===== src/rtl/potslv_pkg.sv =====
// Package: shared constants and types for the two-wire potentiometer slave.
// Assumes 8-bit bus bytes and a 3-bit opcode field in the instruction byte.
package potslv_pkg;

    localparam int BYTE_W = 8;
    localparam logic [3:0] DEV_TYPE = 4'b0101;

    typedef enum logic [2:0] {
        OP_RD_WIPER      = 3'd0,
        OP_WR_WIPER      = 3'd1,
        OP_RD_DREG       = 3'd2,
        OP_WR_DREG       = 3'd3,
        OP_DREG_TO_WIPER = 3'd4,
        OP_WIPER_TO_DREG = 3'd5,
        OP_GLOBAL_XFER   = 3'd6,
        OP_STEP          = 3'd7
    } pot_op_e;

    typedef enum logic [2:0] {
        ST_IDLE,
        ST_ID,
        ST_INSTR,
        ST_WDATA,
        ST_RDATA,
        ST_SKIP
    } link_state_e;

endpackage


===== src/rtl/potslv_sync.sv =====
// Module: potslv_sync
// Brings SCL and SDA into the system clock domain through a flop chain and
// produces one-cycle pulses for SCL edges and for START/STOP conditions.
// Assumes the bus is at least several system clocks per SCL phase.
module potslv_sync #(
    parameter int STAGES = 2
) (
    input  logic clk,
    input  logic rst_n,
    input  logic scl_i,
    input  logic sda_i,
    output logic scl_lvl,
    output logic scl_rise,
    output logic scl_fall,
    output logic start_evt,
    output logic stop_evt
);

    logic [STAGES-1:0] scl_sh;
    logic [STAGES-1:0] sda_sh;
    logic              scl_q;
    logic              sda_q;
    logic              scl_s;
    logic              sda_s;

    // Synchronizer chains plus one delayed copy for edge detection.
    always_ff @(posedge clk) begin
        if (!rst_n) begin
            scl_sh <= '1;
            sda_sh <= '1;
            scl_q  <= 1'b1;
            sda_q  <= 1'b1;
        end else begin
            scl_sh <= {scl_sh[STAGES-2:0], scl_i};
            sda_sh <= {sda_sh[STAGES-2:0], sda_i};
            scl_q  <= scl_sh[STAGES-1];
            sda_q  <= sda_sh[STAGES-1];
        end
    end

    // Edge and bus-condition decode.
    always_comb begin
        scl_s     = scl_sh[STAGES-1];
        sda_s     = sda_sh[STAGES-1];
        scl_lvl   = scl_s;
        scl_rise  = scl_s & ~scl_q;
        scl_fall  = ~scl_s & scl_q;
        start_evt = scl_s & scl_q & sda_q & ~sda_s;
        stop_evt  = scl_s & scl_q & ~sda_q & sda_s;
    end

endmodule


===== src/rtl/potslv_regfile.sv =====
// Module: potslv_regfile
// Banked data register file plus the wiper counter register. One write port
// and one combinational read port for the data registers; the wiper has its
// own write port. Assumes at most one data-register write per cycle.
module potslv_regfile #(
    parameter int                       WIDTH    = 8,
    parameter int                       BANKS    = 4,
    parameter int                       PER_BANK = 4,
    parameter logic [WIDTH-1:0]         WIPER_RST = 8'h80
) (
    input  logic                                    clk,
    input  logic                                    rst_n,
    input  logic                                    dr_we,
    input  logic [$clog2(BANKS*PER_BANK)-1:0]       dr_waddr,
    input  logic [WIDTH-1:0]                        dr_wdata,
    input  logic [$clog2(BANKS*PER_BANK)-1:0]       dr_raddr,
    output logic [WIDTH-1:0]                        dr_rdata,
    input  logic                                    wp_we,
    input  logic [WIDTH-1:0]                        wp_wdata,
    output logic [WIDTH-1:0]                        wiper
);

    localparam int NREG = BANKS * PER_BANK;
    localparam int AW   = $clog2(NREG);

    logic [WIDTH-1:0] dreg [NREG];

    for (genvar g = 0; g < NREG; g++) begin : g_dreg
        // One data register: cleared on reset, loaded when addressed.
        always_ff @(posedge clk) begin
            if (!rst_n)
                dreg[g] <= '0;
            else if (dr_we && dr_waddr == AW'(g))
                dreg[g] <= dr_wdata;
        end
    end

    // Read port.
    always_comb dr_rdata = dreg[dr_raddr];

    // Wiper counter register, mid-scale after reset.
    always_ff @(posedge clk) begin
        if (!rst_n)
            wiper <= WIPER_RST;
        else if (wp_we)
            wiper <= wp_wdata;
    end


    wiper_rst_chk: assert property (@(posedge clk) !rst_n |=> wiper == WIPER_RST);

endmodule


===== src/rtl/potslv_busy.sv =====
// Module: potslv_busy
// Write-busy timer standing in for a non-volatile store. A start pulse loads
// the count; busy stays high until the count reaches zero.
module potslv_busy #(
    parameter int CYCLES = 2000
) (
    input  logic clk,
    input  logic rst_n,
    input  logic start,
    output logic busy
);

    localparam int CW = $clog2(CYCLES + 1);

    logic [CW-1:0] cnt;

    // Down counter loaded by start.
    always_ff @(posedge clk) begin
        if (!rst_n)
            cnt <= '0;
        else if (start)
            cnt <= CW'(CYCLES);
        else if (cnt != '0)
            cnt <= cnt - 1'b1;
    end

    // Busy flag from the counter.
    always_comb busy = (cnt != '0);


    busy_range_chk: assert property (@(posedge clk) disable iff (!rst_n)
        cnt <= CW'(CYCLES));

endmodule


===== src/rtl/potslv_top.sv =====
// Module: potslv_top
// Two-wire command slave for a single-wiper potentiometer. Decodes an
// identification byte and an instruction byte, runs data writes and reads,
// bank-0 transfers, and a busy window after non-volatile stores during which
// the bus is ignored. Assumes SCL is slow relative to clk.
module potslv_top #(
    parameter int BUSY_CYCLES = 2000,
    parameter int SYNC_STAGES = 2,
    parameter int BANKS       = 4,
    parameter int PER_BANK    = 4
) (
    input  logic       clk,
    input  logic       rst_n,
    input  logic       scl_i,
    input  logic       sda_i,
    input  logic [2:0] addr_pins,
    output logic       sda_pull_o,
    output logic [7:0] wiper_o
);

    import potslv_pkg::*;

    localparam int AW = $clog2(BANKS * PER_BANK);
    localparam int BW = $clog2(BANKS);
    localparam int RW = $clog2(PER_BANK);

    logic scl_lvl, scl_rise, scl_fall, start_evt, stop_evt;
    logic busy, busy_start;

    link_state_e        state, next_q;
    logic [3:0]         bitcnt;
    logic [BYTE_W-1:0]  shreg;
    logic [BYTE_W-1:0]  rd_byte;
    pot_op_e            op_q;
    logic [AW-1:0]      addr_q;
    logic               pull;
    logic               nv_pend;

    logic               id_ok, ins_ok, ins_xfer, at_ackfall;
    pot_op_e            ins_op;
    logic [BW-1:0]      ins_bank;
    logic [RW-1:0]      ins_idx;
    logic               ins_p0;
    logic [AW-1:0]      ins_addr;

    logic               dr_we, wp_we;
    logic [AW-1:0]      dr_waddr, dr_raddr;
    logic [BYTE_W-1:0]  dr_wdata, dr_rdata, wp_wdata, wiper;

    potslv_sync #(.STAGES(SYNC_STAGES)) u_sync (
        .clk       (clk),
        .rst_n     (rst_n),
        .scl_i     (scl_i),
        .sda_i     (sda_i),
        .scl_lvl   (scl_lvl),
        .scl_rise  (scl_rise),
        .scl_fall  (scl_fall),
        .start_evt (start_evt),
        .stop_evt  (stop_evt)
    );

    potslv_regfile #(
        .WIDTH    (BYTE_W),
        .BANKS    (BANKS),
        .PER_BANK (PER_BANK),
        .WIPER_RST(8'h80)
    ) u_regs (
        .clk      (clk),
        .rst_n    (rst_n),
        .dr_we    (dr_we),
        .dr_waddr (dr_waddr),
        .dr_wdata (dr_wdata),
        .dr_raddr (dr_raddr),
        .dr_rdata (dr_rdata),
        .wp_we    (wp_we),
        .wp_wdata (wp_wdata),
        .wiper    (wiper)
    );

    potslv_busy #(.CYCLES(BUSY_CYCLES)) u_busy (
        .clk   (clk),
        .rst_n (rst_n),
        .start (busy_start),
        .busy  (busy)
    );

    // Field decode of the byte just shifted in, and legality checks.
    always_comb begin
        id_ok     = (shreg[7:4] == DEV_TYPE) && (shreg[3:1] == addr_pins);
        ins_op    = pot_op_e'(shreg[7:5]);
        ins_bank  = shreg[4:3];
        ins_idx   = shreg[2:1];
        ins_p0    = shreg[0];
        ins_addr  = {ins_bank, ins_idx};
        ins_xfer  = (ins_op == OP_DREG_TO_WIPER) || (ins_op == OP_WIPER_TO_DREG) ||
                    (ins_op == OP_GLOBAL_XFER);
        ins_ok    = !ins_p0 && (ins_op != OP_STEP) && !(ins_xfer && ins_bank != '0);
        at_ackfall = scl_fall && (bitcnt == 4'd8);
    end

    // Register file strobes, issued at the falling edge that opens the ACK bit.
    always_comb begin
        dr_we    = at_ackfall &&
                   ((state == ST_INSTR && ins_ok && ins_op == OP_WIPER_TO_DREG) ||
                    (state == ST_WDATA && op_q == OP_WR_DREG));
        wp_we    = at_ackfall &&
                   ((state == ST_INSTR && ins_ok &&
                     (ins_op == OP_DREG_TO_WIPER || ins_op == OP_GLOBAL_XFER)) ||
                    (state == ST_WDATA && op_q == OP_WR_WIPER));
        dr_waddr = (state == ST_INSTR) ? ins_addr : addr_q;
        dr_raddr = ins_addr;
        dr_wdata = (state == ST_INSTR) ? wiper : shreg;
        wp_wdata = (state == ST_INSTR) ? dr_rdata : shreg;
        busy_start = stop_evt && nv_pend;
        sda_pull_o = pull;
        wiper_o    = wiper;
    end

    // Bus protocol engine: byte shifting, ACK generation and command sequencing.
    always_ff @(posedge clk) begin
        if (!rst_n) begin
            state   <= ST_IDLE;
            next_q  <= ST_IDLE;
            bitcnt  <= '0;
            shreg   <= '0;
            rd_byte <= '0;
            op_q    <= OP_RD_WIPER;
            addr_q  <= '0;
            pull    <= 1'b0;
            nv_pend <= 1'b0;
        end else if (start_evt) begin
            pull   <= 1'b0;
            bitcnt <= '0;
            state  <= busy ? ST_IDLE : ST_ID;
        end else if (stop_evt) begin
            pull    <= 1'b0;
            bitcnt  <= '0;
            state   <= ST_IDLE;
            nv_pend <= 1'b0;
        end else if (state != ST_IDLE && state != ST_SKIP) begin
            if (scl_rise) begin
                if (bitcnt < 4'd8) begin
                    bitcnt <= bitcnt + 1'b1;
                    if (state != ST_RDATA)
                        shreg <= {shreg[BYTE_W-2:0], sda_i};
                end else begin
                    bitcnt <= 4'd9;
                end
            end
            if (scl_fall) begin
                if (state == ST_RDATA) begin
                    if (bitcnt >= 4'd1 && bitcnt <= 4'd7)
                        pull <= ~rd_byte[3'(7 - bitcnt)];
                    else if (bitcnt == 4'd8)
                        pull <= 1'b0;
                    else if (bitcnt == 4'd9) begin
                        bitcnt <= '0;
                        state  <= ST_SKIP;
                    end
                end else if (bitcnt == 4'd8) begin
                    case (state)
                        ST_ID: begin
                            pull   <= id_ok;
                            next_q <= id_ok ? ST_INSTR : ST_SKIP;
                        end
                        ST_INSTR: begin
                            pull    <= ins_ok;
                            op_q    <= ins_op;
                            addr_q  <= ins_addr;
                            rd_byte <= (ins_op == OP_RD_WIPER) ? wiper : dr_rdata;
                            if (ins_ok && ins_op == OP_WIPER_TO_DREG)
                                nv_pend <= 1'b1;
                            if (!ins_ok)
                                next_q <= ST_SKIP;
                            else if (ins_op == OP_RD_WIPER || ins_op == OP_RD_DREG)
                                next_q <= ST_RDATA;
                            else if (ins_op == OP_WR_WIPER || ins_op == OP_WR_DREG)
                                next_q <= ST_WDATA;
                            else
                                next_q <= ST_SKIP;
                        end
                        default: begin
                            pull   <= 1'b1;
                            next_q <= ST_SKIP;
                            if (op_q == OP_WR_DREG)
                                nv_pend <= 1'b1;
                        end
                    endcase
                end else if (bitcnt == 4'd9) begin
                    bitcnt <= '0;
                    state  <= next_q;
                    pull   <= (next_q == ST_RDATA) ? ~rd_byte[BYTE_W-1] : 1'b0;
                end
            end
        end
    end


    busy_after_stop_chk: assert property (@(posedge clk) disable iff (!rst_n)
        $rose(busy) |-> $past(stop_evt));


    quiet_when_busy_chk: assert property (@(posedge clk) disable iff (!rst_n)
        busy |-> !sda_pull_o);


    pull_on_low_chk: assert property (@(posedge clk) disable iff (!rst_n)
        $rose(sda_pull_o) |-> $past(!scl_lvl));


    wiper_via_we_chk: assert property (@(posedge clk) disable iff (!rst_n)
        !$stable(wiper_o) |-> $past(wp_we));

endmodule


===== config.mk =====
export PLATFORM = sky130hd
export DESIGN_NAME = potslv_top
export DESIGN_NICKNAME = d
export VERILOG_FILES = /design/src/rtl/potslv_pkg.sv /design/src/rtl/potslv_sync.sv /design/src/rtl/potslv_regfile.sv /design/src/rtl/potslv_busy.sv /design/src/rtl/potslv_top.sv
export SDC_FILE = /design/constraint.sdc
export NUM_CORES = 1
export LEC_CHECK = 0
export BUFFER_PORTS_ARGS = -buffer_cell sky130_fd_sc_hd__buf_2
export CAP_MARGIN = 20
export CORE_MARGIN = 4
export CORE_UTILIZATION = 55
export DETAILED_ROUTE_END_ITERATION = 6
export GPL_TIMING_DRIVEN = 0
export HOLD_SLACK_MARGIN = 0.15
export PLACE_DENSITY = 0.71
export SLEW_MARGIN = 0
export SYNTH_ARGS = -nofsm -noshare
export SYNTH_HDL_FRONTEND = slang
export SYNTH_SLANG_ARGS = --single-unit

===== constraint.sdc =====
create_clock -name clk -period 3 [get_ports clk]
set_input_delay 0.15 -clock clk [delete_from_list [all_inputs] [get_ports clk]]
set_output_delay 0.15 -clock clk [all_outputs]
set_load 0.01 [all_outputs]

Word-level counts from Yosys, hierarchy flattened
Memory sizes are Yosys's and may differ from the RTL's. A register that Yosys moved wholly into a read port is not among the register bits. Cells that the tools add are included.

Equal/unequal tests: 42. Add/subtract/negate cells: 3. Mux-type cells: 113. Bitwise operators: 33. Reduce and logical (&&, ||, !) cells: 64. Order comparisons: 4.

Operators by type and width (number): 8-bit two-way mux (19); 1-bit two-way mux (64); 3-bit two-way mux (14); 4-bit == test, second input constant (10); 4-bit two-way mux (10); 1-bit logical AND (32); 11-bit two-way mux (2); 4-bit by 3-bit == test with 1-bit output, second input constant (5); 1-bit OR (16); 3-bit by 2-bit == test with 1-bit output, second input constant (5); 3-bit == test, second input constant (5); 3-bit nonzero test (5); 7-bit AND reduction (2); 6-bit AND reduction (2); 11-bit nonzero test (1); 11-bit by 1-bit subtractor with 11-bit output, second input constant (1); 1-bit inverter (10); 2-bit nonzero test (5); 3-bit by 1-bit == test with 1-bit output, second input constant (3); 3-bit != test, second input constant (3); 4-bit by 2-bit == test with 1-bit output, second input constant (2); 4-bit by 3-bit != test with 1-bit output, second input constant (2); 8-bit AND reduction (1); 4-bit nonzero test (2); other kinds (22) (38).

Memories: 1. Bits in registers: 60. Output and inout bits: 9. Input bits: 7. Bits in writable memories: 128.

Memory list: u_regs.dreg (depth 16, bits a word 8, read ports 1, clocked after Yosys merged registers in 1, write ports 16, line potslv_regfile.sv:26) `logic [WIDTH-1:0] dreg [NREG];`.

Longest topological paths before layout
Gate-level depths: netlist (run 1).

Word-level depth: 15. Depth in mapped cells: 9.

Hierarchy
A second synthesis (run 1) with hierarchy kept.

Cells, all modules: 754. Area, all modules: 9120.0 µm².

By module, submodules not included: potslv_regfile (cells each 407, area each 6241.0 µm², sequential area each 4003.8 µm², instances 1); potslv_top (cells each 267, area each 2125.8 µm², sequential area each 700.7 µm², instances 1); potslv_busy (cells each 64, area each 563.0 µm², sequential area each 220.2 µm², instances 1); potslv_sync (cells each 16, area each 190.2 µm², sequential area each 120.1 µm², instances 1).

Worst setup path before layout (run 1)
Ideal clock, no wire load.

Path type: reg2reg. Start point: register state[2]. End point: memory u_regs.dreg[0][0], enable pin. Stages on the path, launching flop included: 9. Setup slack: 0.241 ns. Arrival time: 2.375 ns. Cells stage by stage: dfxtp_1 > buf_2 > or3b_1 > buf_2 > mux2i_1 > clkbuf_1 > buf_2 > nand2_1 > o21ai_0.

RTL lines: start, declared (line potslv_top.sv:30) `link_state_e state, next_q;`; start signal, assigned (line potslv_top.sv:134) `state <= busy ? ST_IDLE : ST_ID;`; start signal, assigned (line potslv_top.sv:191) `state <= next_q;`; end, declared (line potslv_regfile.sv:26).

==> metrics.yaml, run 1 <==
finish:
  layout.cells.non_filler: 1057
  layout_cells_sized_above_1_pct: 20.5
  design.final.nets: 840
  most_used_cells_in_the_layout_excluding_fill_and_tap_cells: "nor2_1 (170), edfxtp_1 (128), dfxtp_1 (64)"
  layout.cells.most_common: "nor2_1"
  areaGrowthSynthToFinish_pct: 15.1
  layout.cell_area.non_filler_sq_um: 10200
  finish.utilization_pct: 64.3
  num_antenna_cells: 0
sta:
  timing.final.crit_period_ns: 3.03
  layout_setup_ws_ns: -0.0329
  slew_headroom_pct: 37.9
  final-hold-violation-count: 0
  worst_pin_slew_ns: 0.923
  tns_ns: -0.154
  finalClockSkew_ns: 0.0141
  max_freq_mhz: 330
  finalSetupViolCount: 7
  timing_max_transition_violations_final: 0
  grt_setup_unrepaired: "yes"
  period_share_pct: 101
floorplanning:
  fp.dieW_um: 135
  io_pins: 16
  fp.dieArea_sq_um: 18200
  chipHeight_um: 135
  initial_standard_cell_utilization_of_the_core_pct: 55.9
  placement_rows: 46
  placeableCoreArea_sq_um: 15800
critical_path:
  worst-r2r-cell-count: 8
  critPathCaptureType: "flop"
  crit_required_ns: 3.16
  crit_arrival_ns: 3.19
  critical_path.reg2reg.endpoint: "u_regs.dreg[2][3]"
  worst_setup_path_start_kind: "flop"
  worst-setup-path-type: "reg2reg"
  r2r_setup_slack_ns: -0.03
  timing.critical_path.fanout_max: 9
  timing.rr.start: "state[2]"
placed_design:
  detailed_place_hpwl_um: 17300
  quantity_of_i_o_buffers_inserted_on_ports: 15
  placedInstanceArea_sq_um: 9290
  place.gp.congestion: 0.937
  placed_cells_incl_taps: 1015
routing:
  drt-vias-per-instance: 6.30
  initialDrtViolationCount: 1056
  route.met3.wl_um: 2840
  via_count: 6659
  detail_route.wirelength.met1_um: 9130
  routedWlPerCell_um: 23.2
  topRoutingLayerUsed: "met5"
  remaining_drc_errors: 16
  wl_met2_um: 11500
  drt-total-wl_um: 24600
  first_pass_iters: 7
  drt.antenna.violating_nets: 0
logic_synthesis:
  seq_area_frac_synth_pct: 57.9
  synth-edff-count: 128
  syn_area_sq_um: 8840
  ys_async_sr_fraction_pct: 0
  synth_top_cells_by_area: "edfxtp_1 (43%), dfxtp_1 (14%), mux4_2 (8.7%), nor2_1 (7.2%), a21oi_1 (3.2%)"
  yosys_most_used_dff: "edfxtp_1"
  synthesis.area_per_instance_sq_um: 11.5
  ys.warnings.count: 0
  yosys.area.top_type_share_pct: 43.5
  netlist_instances: 770
  yosys.cell_types.count: 62
  synth.ff_latch_count: 192
  net_count_after_synthesis: 782
  yosysTopAreaCell: "edfxtp_1"
power:
  power_per_cell_area_nw_per_um2: 580
  totalPowerFinal_mw: 5.91
  ir_worst_vdd_v: 0.000458
  cellLeakagePower_nw: 3.33
clock_network:
  clock-root-buffer: "clkbuf_16"
  tritoncts_clock_tree: "done"
  clock_sink_count: 192
  clock_tree.htree_level_count: 4
  clock_insertion_delay_worst_skew_ns: 0.44
  clock_buffer_count_from_cts: 17
  clk_path_buf_depth: 2
  clk_pin_slew_worst_paths_ns: 0.07
global_route:
  largest_net_degree_at_the_start_of_global_routing: 21
  number_of_antenna_violations_at_the_first_check_in_global_routing: 1
  gr-total-overflow: 0
  global_route.usage.total_pct: 27.7
  vias_in_the_first_global_route: 6531
  grt_first_pass_wirelength_um: 37200
hold_path:
  worstHoldPathType: "reg2reg"
  holdPathStages: 1
  hold_path_end: "u_sync.scl_sh[1]"
  worstHoldStart: "u_sync.scl_sh[0]"
flow_run:
  maxCapViolCount: 0
run_status:
  violated_checks: "DRC, setup timing"
  outcome: "finished, violations left"
## synthesized netlist by cell type, types with 2 or more instances
cell type    n
xor2_1       7
nand4_1      2
or3b_2       2
nor3b_1      6
nand2b_1    16
o21bai_1     2
o21ai_0     32
buf_2       19
xnor2_1      5
a211oi_1     7
a21oi_1     56
nand3b_1     2
nor4b_1      3
a22oi_1     16
dfxtp_1     64
mux4_2      34
o2111ai_1    2
nor2_1     170
o21ai_1      4
nand2_1     45
a31oi_1      3
nand3_1      4
mux2_2       3
nor4_1       5
a211oi_2     2
or4_1        3
ha_1         5
or2_2        9
inv_1        7
nor2b_1     11
clkbuf_1    26
mux2i_1     19
a21boi_0     2
edfxtp_1   128
and2_1       9
nor3_1       6
o31ai_1      8
o211a_1      2
## what timing repair did
item	4_1_cts	5_1_grt
gates resized for setup	23	23
hold endpoints to repair	4	0
setup endpoints to repair	137	159
hold buffers	3	0
setup buffers	0	8
pin swaps	0	3
gates cloned	0	0
## routing by layer
| layer | track usage, % | vias to the layer above |
|---|---|---|
| met5 | 2.22 | - |
| met4 | 10.9 | 4 |
| met3 | 9.39 | 77 |
| met2 | 43.5 | 418 |
| met1 | 35.6 | 3240 |
| li1 | - | 2920 |
## power by group
group,total [mW],switching (mW),internal (mW)
sequential,3.03,0.0763,2.95
combinational,0.472,0.258,0.214
clock,2.41,1.12,1.29
## logic make-up after synthesis
| group | count (synthesis) | synth area share (%) |
|---|---|---|
| fa+ha+maj | 5 | 0.707 |
| flops | 192 | 57.9 |
| mux | 56 | 11.2 |
| simple gates | 307 | 16.4 |
| buf+inv | 55 | 2.69 |
| compound gates | 143 | 9.93 |
| xor+xnor | 12 | 1.19 |
## final cells by class
| type | count | area [sq um] |
|---|---|---|
| Fill cell | 1212 | 5640 |
| Sequential cell | 192 | 5120 |
| Multi-Input combinational cell | 523 | 3660 |
| Clock buffer | 17 | 425 |
| Tap cell | 216 | 270 |
| Timing Repair Buffer | 40 | 255 |
| Clock inverter | 15 | 213 |
| Buffer | 46 | 208 |
| Inverter | 8 | 30.0 |
## state kept, by name, indices dropped and copies added, names as in the netlist, named ones only
signal,count
u_regs.wiper,8
shreg,8
u_sync.sda_sh,2
bitcnt,4
op_q,3
state,3
rd_byte,8
addr_q,4
u_busy.cnt,11
u_sync.scl_sh,2
nv_pend,1
u_sync.scl_q,1
next_q,3
sda_pull_o,1
u_regs.dreg,128
u_sync.sda_q,1
## per-stage QoR
step | hold slack (ns) | worst slack, ns
2_1_floorplan | 0.251 | 0.241
3_3_place_gp | 0.337 | -0.691
3_5_place_dp | 0.336 | -0.420
4_1_cts | 0.378 | -0.204
5_1_grt | 0.438 | -0.0886
6_report | 0.410 | -0.0329
## critical path: stages, from the launching register on
cell and delay [ns]:
dfxtp_1 0.30, buf_2 0.17, nor3b_4 0.53, nand4b_2 0.34, buf_4 0.24, a211oi_4 0.40
nand2_2 0.23, o21ai_2 0.32, buf_4 0.22
## worst max-delay path by stage
| stage | from | end | slack, ns | cells past startpoint |
|---|---|---|---|---|
| 6_report | state[2] | u_regs.dreg[2][3] | -0.03 | 8 |
| 5_1_grt | state[2] | u_regs.dreg[8][3] | -0.09 | 9 |
| 4_1_cts | state[2] | u_regs.dreg[4][2] | -0.20 | 7 |
| 3_5_place_dp | state[2] | u_regs.dreg[12][4] | -0.42 | 7 |
| 3_3_place_gp | state[2] | u_regs.dreg[13][4] | -0.69 | 6 |
| 2_1_floorplan | state[2] | u_regs.dreg[0][0] | 0.24 | 8 |
(Power assumes the default switching activity.)
==> run 2, diff against run 1 <==
- GPL_TIMING_DRIVEN: 0 -> 1
==> metrics.yaml, run 2 (same netlist as run 1, synthesis figures left out) <==
critical_path:
  timing.critical_path.fanout_max: 19
  cp_top_family: "simple AND/OR/NAND/NOR gates"
  critPathCaptureType: "flop"
  cp_slowest_cell: "or3b_1"
  crit_arrival_ns: 2.81
  worst_setup_path_start_kind: "flop"
  timing.critical_path.slowest_cell_delay_ns: 0.54
  crit_required_ns: 3.17
  worst-path-buf-inv: 1
  worst-setup-path-type: "reg2reg"
  cpMostUsedCell: "nor2_1"
  worstPathCellList: "or3b_1, buf_4, mux2i_1, nor2_1, nand2_1, nor2_1"
finish:
  layout_cells_sized_above_1_pct: 18.0
  area.sequential_sq_um: 5130
  design.final.nets: 820
  reg_top3: "u_regs.dreg (128), u_busy.cnt (11)"
  registers.top_by_ff_count: "u_regs.dreg"
  areaGrowthSynthToFinish_pct: 12.4
  layout.cells.most_common: "nor2_1"
  multiInputGateArea_sq_um: 3480
  num_antenna_cells: 0
  number_of_flip_flops_under_the_largest_register_name: 128
  fillers: 1251
  finish.utilization_pct: 62.8
  most_used_cells_in_the_layout_excluding_fill_and_tap_cells: "nor2_1 (170), edfxtp_1 (128), dfxtp_1 (63)"
global_route:
  number_of_antenna_violations_at_the_first_check_in_global_routing: 0
  gr-total-overflow: 0
  grt_first_pass_wirelength_um: 36800
  global_route.usage.total_pct: 27.3
  largest_net_degree_at_the_start_of_global_routing: 33
  vias_in_the_first_global_route: 6360
sta:
  grt_setup_unrepaired: "no"
  worst_pin_slew_ns: 0.845
  tns_ns: 0
  finalSetupViolCount: 0
  timing.final.crit_period_ns: 2.64
  max_freq_mhz: 379
  timing_max_transition_violations_final: 0
  final-hold-violation-count: 0
  period_share_pct: 87.9
  slew_headroom_pct: 43.5
  finalClockSkew_ns: 0.00912
clock_network:
  clock_buffer_count_from_cts: 17
  clock_insertion_delay_worst_skew_ns: 0.44
  clk_pin_slew_worst_paths_ns: 0.07
  post-cts-setup-buffer-count: 0
  clock_sink_count: 192
  clk_path_buf_depth: 2
  clock_tree.htree_level_count: 4
  tritoncts_clock_tree: "done"
  clock-root-buffer: "clkbuf_16"
routing:
  initialDrtViolationCount: 854
  drt-total-wl_um: 23900
  drt.antenna.violating_nets: 0
  first_pass_iters: 6
  remaining_drc_errors: 0
  routedWlPerCell_um: 23.0
  via_count: 6526
  drt-vias-per-instance: 6.29
floorplanning:
  fp.dieArea_sq_um: 18200
  io_pins: 16
  placement_rows: 46
  initial_standard_cell_utilization_of_the_core_pct: 55.9
  fp.dieW_um: 135
  chipHeight_um: 135
  placeableCoreArea_sq_um: 15800
hold_path:
  worstHoldPathType: "in2reg"
placed_design:
  quantity_of_i_o_buffers_inserted_on_ports: 15
  detailed_place_hpwl_um: 16700
  place.gp.congestion: 0.910
flow_run:
  maxCapViolCount: 0
run_status:
  outcome: "finished, final reports clean"
power:
  ir_worst_vdd_v: 0.000430
  seq_power_share_pct: 53.0
  cellLeakagePower_nw: 3.30
  portion_of_total_power_attributed_to_the_clock_network_pct: 38.4
  power_per_cell_area_nw_per_um2: 577
  swShare_pct: 23.5
  internal_power_mw: 4.38
  combPwrFrac_pct: 8.6
  net-switching-power_mw: 1.35
[run 2: changes by cell type in the layout (fill, tap and decap cells not counted), moves of 8 or more]
| cell | change |
|---|---|
| buf_2 | -24 |
| buf_4 | +31 |
| clkbuf_1 | -20 |
| o21ai_0 | +10 |
| o21ai_2 | -8 |
[run 2: tightest hold or removal path, cell delays in order]
cell,delay (ns)
buf_2,0.08
xor2_1,0.14
nor4_1,0.09
nand2_1,0.09
a21o_1,0.12
a21oi_1,0.06
[run 2: area by class of cell]
type | instances | share of cell area [%]
Multi-Input combinational cell | 523 | 35.0
Clock inverter | 7 | 0.491
Timing Repair Buffer | 66 | 4.71
Tap cell | 216 | 2.72
Clock buffer | 25 | 5.21
Sequential cell | 192 | 51.6
Inverter | 8 | 0.302
[run 2: metrics by stage]
| stage | worst slack [ns] | power [mW] | cells | hold WS (ns) | cell area (sq um) |
|---|---|---|---|---|---|
| 2_1_floorplan | 0.241 | 3.42 | 770 | 0.251 | 8840 |
| 3_3_place_gp | 0.456 | 3.52 | 1001 | 0.329 | 9340 |
| 3_5_place_dp | 0.421 | 3.58 | 1001 | 0.337 | 9340 |
| 4_1_cts | 0.415 | 5.73 | 1037 | 0.339 | 9940 |
| 5_1_grt | 0.208 | 5.92 | 1037 | 0.369 | 9940 |
| 6_report | 0.363 | 5.73 | 1037 | 0.340 | 9940 |
[run 2: path summary, 6_finish.rpt]
path | from | endpoint | slack, ns | cells past startpoint
worst max-delay path | state[2] | u_regs.dreg[10][7] | 0.36 | 6
worst max register to register | state[2] | u_regs.dreg[10][7] | 0.36 | 6
worst min register to register | u_sync.sda_sh[0] | u_sync.sda_sh[1] | 0.41 | 1
worst min-delay path | addr_pins[2] | sda_pull_o | 0.34 | 6
[run 2: per-layer routing]
layer	wire [um]	up-vias	part of all wire (%)	track usage [%]
li1	-	2879	-	-
met1	9260	3218	39	35.9
met2	11200	359	47	42.1
met3	2370	70	9.9	7.75
met4	1050	0	4.4	13.3
met5	0	-	0	0
[run 2: repair_timing]
action / 4_1_cts / 5_1_grt
hold endpoints to repair: 8 / 0
gates resized for setup: 0 / 0
hold buffers: 4 / 0
[run 2: power by group through the flow]
| stage | Sequential, mW | Clock [mW] | Combinational (mW) |
|---|---|---|---|
| floorplan | 3.06 | 0 | 0.356 |
| global placement | 3.08 | 0 | 0.444 |
| detailed placement | 3.09 | 0 | 0.482 |
| CTS | 3.04 | 2.21 | 0.490 |
| global route | 3.05 | 2.33 | 0.544 |
| finish | 3.04 | 2.20 | 0.492 |
==> run 3, diff against run 2 <==
- PLACE_DENSITY: 0.71 -> 0.74
- clock period: 3 -> 2.4 ns (I/O delays scaled with it)
==> metrics.yaml, run 3 (same netlist as run 1, synthesis figures left out) <==
placed_design:
  placed_cells_incl_taps: 1016
  placedInstanceArea_sq_um: 9510
  detailed_place_hpwl_um: 16500
  place.gp.congestion: 0.943
  quantity_of_i_o_buffers_inserted_on_ports: 15
clock_network:
  clk_pin_slew_worst_paths_ns: 0.07
  clock_insertion_delay_worst_skew_ns: 0.43
  clk_path_buf_depth: 2
  clock-root-buffer: "clkbuf_16"
  tritoncts_clock_tree: "done"
  clock_tree.htree_level_count: 4
  clock_sink_count: 192
  clock_buffer_count_from_cts: 17
critical_path:
  worst-r2r-cell-count: 7
  worstPathCellList: "or3b_1, buf_4, mux2i_1, a211oi_2, buf_4, nand2_1, nor2_1"
  crit_arrival_ns: 2.65
  cp_slowest_cell: "or3b_1"
  timing.critical_path.fanout_max: 16
  worst-path-buf-inv: 2
  worst-setup-path-type: "reg2reg"
  critPathCaptureType: "flop"
  cp_top_family: "simple AND/OR/NAND/NOR gates"
  timing.critical_path.slowest_cell_delay_ns: 0.44
  cpMostUsedCell: "buf_4"
  crit_required_ns: 2.67
  worst_setup_path_start_kind: "flop"
  timing.rr.start: "state[2]"
  worst_path_depth: 7
  startpoint: "state[2]"
sta:
  max_freq_mhz: 419
  final-hold-violation-count: 0
  worst_pin_slew_ns: 0.696
  timing_max_transition_violations_final: 0
  grt_setup_unrepaired: "yes"
  finalSetupViolCount: 0
  timing.final.crit_period_ns: 2.38
  finalClockSkew_ns: 0.00868
  slew_headroom_pct: 53.5
  period_share_pct: 99.4
global_route:
  global_route.peak_usage_layer: "met2"
  largest_net_degree_at_the_start_of_global_routing: 47
  grt_first_pass_wirelength_um: 36500
  met1_usage_pct: 34.8
  number_of_antenna_violations_at_the_first_check_in_global_routing: 0
  grt_use_met2_pct: 42.2
  vias_in_the_first_global_route: 6394
  global_route.usage.total_pct: 27.1
  global_route.usage.met3_pct: 7.79
  gr-total-overflow: 0
finish:
  reg_top3: "u_regs.dreg (128), u_busy.cnt (11)"
  layout_cells_sized_above_1_pct: 21.0
  registers.top_by_ff_count: "u_regs.dreg"
  layout.cells.most_common: "nor2_1"
  num_antenna_cells: 0
  most_used_cells_in_the_layout_excluding_fill_and_tap_cells: "nor2_1 (170), edfxtp_1 (128), dfxtp_1 (63)"
  design.final.nets: 833
  number_of_flip_flops_under_the_largest_register_name: 128
  areaGrowthSynthToFinish_pct: 15.1
  layout.cell_area.non_filler_sq_um: 10200
  layout.cells.non_filler: 1050
  fillers: 1189
hold_path:
  worstHoldStart: "rst_n"
  holdPathStages: 4
  worstHoldPathType: "in2reg"
floorplanning:
  placement_rows: 46
  fp.dieW_um: 135
  placeableCoreArea_sq_um: 15800
  chipHeight_um: 135
  io_pins: 16
  initial_standard_cell_utilization_of_the_core_pct: 55.9
  fp.dieArea_sq_um: 18200
routing:
  via_count: 6511
  drt-vias-per-instance: 6.20
  drt-total-wl_um: 23600
  first_pass_iters: 6
  routedWlPerCell_um: 22.5
  initialDrtViolationCount: 848
  remaining_drc_errors: 0
  drt.antenna.violating_nets: 0
power:
  internal_power_mw: 5.66
  cellLeakagePower_nw: 3.42
  swShare_pct: 23.4
  combPwrFrac_pct: 8.4
  ir_worst_vdd_v: 0.000489
  portion_of_total_power_attributed_to_the_clock_network_pct: 40.1
  seq_power_share_pct: 51.5
  power_per_cell_area_nw_per_um2: 726
  net-switching-power_mw: 1.73
run_status:
  outcome: "finished, final reports clean"
flow_run:
  maxCapViolCount: 0
## run 3: cell types whose count changed in the layout (fill, tap and decap cells not counted), moves of 3 or more
cell	delta
inv_8	+3
buf_12	+4
bufinv_16	+3
nand2_1	-4
buf_4	+11
o21ai_1	+7
o21ai_0	-10
o21ai_2	+3
nand2_2	+4
## run 3: what timing repair did
item                                    4_1_cts  5_1_grt
gates resized for setup                       1        8
pin swaps                                     0        1
endpoints found under the setup margin        1      183
hold endpoints to repair                      3        0
buffers inserted                              0        0
hold buffers                                  2        0
## run 3: final timing paths
kind / end / slack, ns
max: u_regs.dreg[6][1] / 0.02
max reg2reg: u_regs.dreg[6][1] / 0.02
min reg2reg: u_sync.scl_sh[1] / 0.46
min: shreg[7] / 0.22
## run 3: stage by stage
stage          util (%)  setup TNS (ns)  worst slack (ns)  hold WS [ns]  total power, mW
2_1_floorplan         -          -17.80            -0.176         0.221             4.27
3_3_place_gp       60.1               0            0.0896         0.300             4.42
3_5_place_dp       60.1               0            0.0244         0.317             4.47
4_1_cts            64.1               0           0.00672         0.199             7.40
5_1_grt            64.3           -1.83            -0.115         0.209             7.65
6_report           64.3               0            0.0154         0.217             7.39
## run 3: final cells by class
type                       count  area [sq um]  area share, %
sequential                   192          5130           50.4
multi-input combinational    523          3530           34.7
timing repair buffer          79           611           6.00
clock buffer                  19           433           4.25
tap                          216           270           2.66
clock inverter                13           176           1.73
inverter                       8          30.0          0.295
## run 3: worst reg2reg max path, cell delays in order (launching register included)
cell and delay [ns]:
dfxtp_1 0.32, or3b_1 0.44, buf_4 0.21, mux2i_1 0.18, a211oi_2 0.27, buf_4 0.22
nand2_1 0.34, nor2_1 0.25
## run 3: routing by layer
layer / share of wire, % / routed length, um / vias up
met4: 4.6 / 1090 / 0
met5: 0 / 0 / -
met3: 10 / 2410 / 69
li1: - / - / 2906
met1: 38 / 9080 / 3165
met2: 47 / 11000 / 371
## run 3: power groups by stage
stage	clock network (mW)	logic, mW	registers (mW)
6_report	2.96	0.623	3.80
5_1_grt	3.15	0.683	3.82
4_1_cts	2.99	0.609	3.80
3_5_place_dp	0	0.600	3.87
3_3_place_gp	0	0.570	3.85
2_1_floorplan	0	0.446	3.83
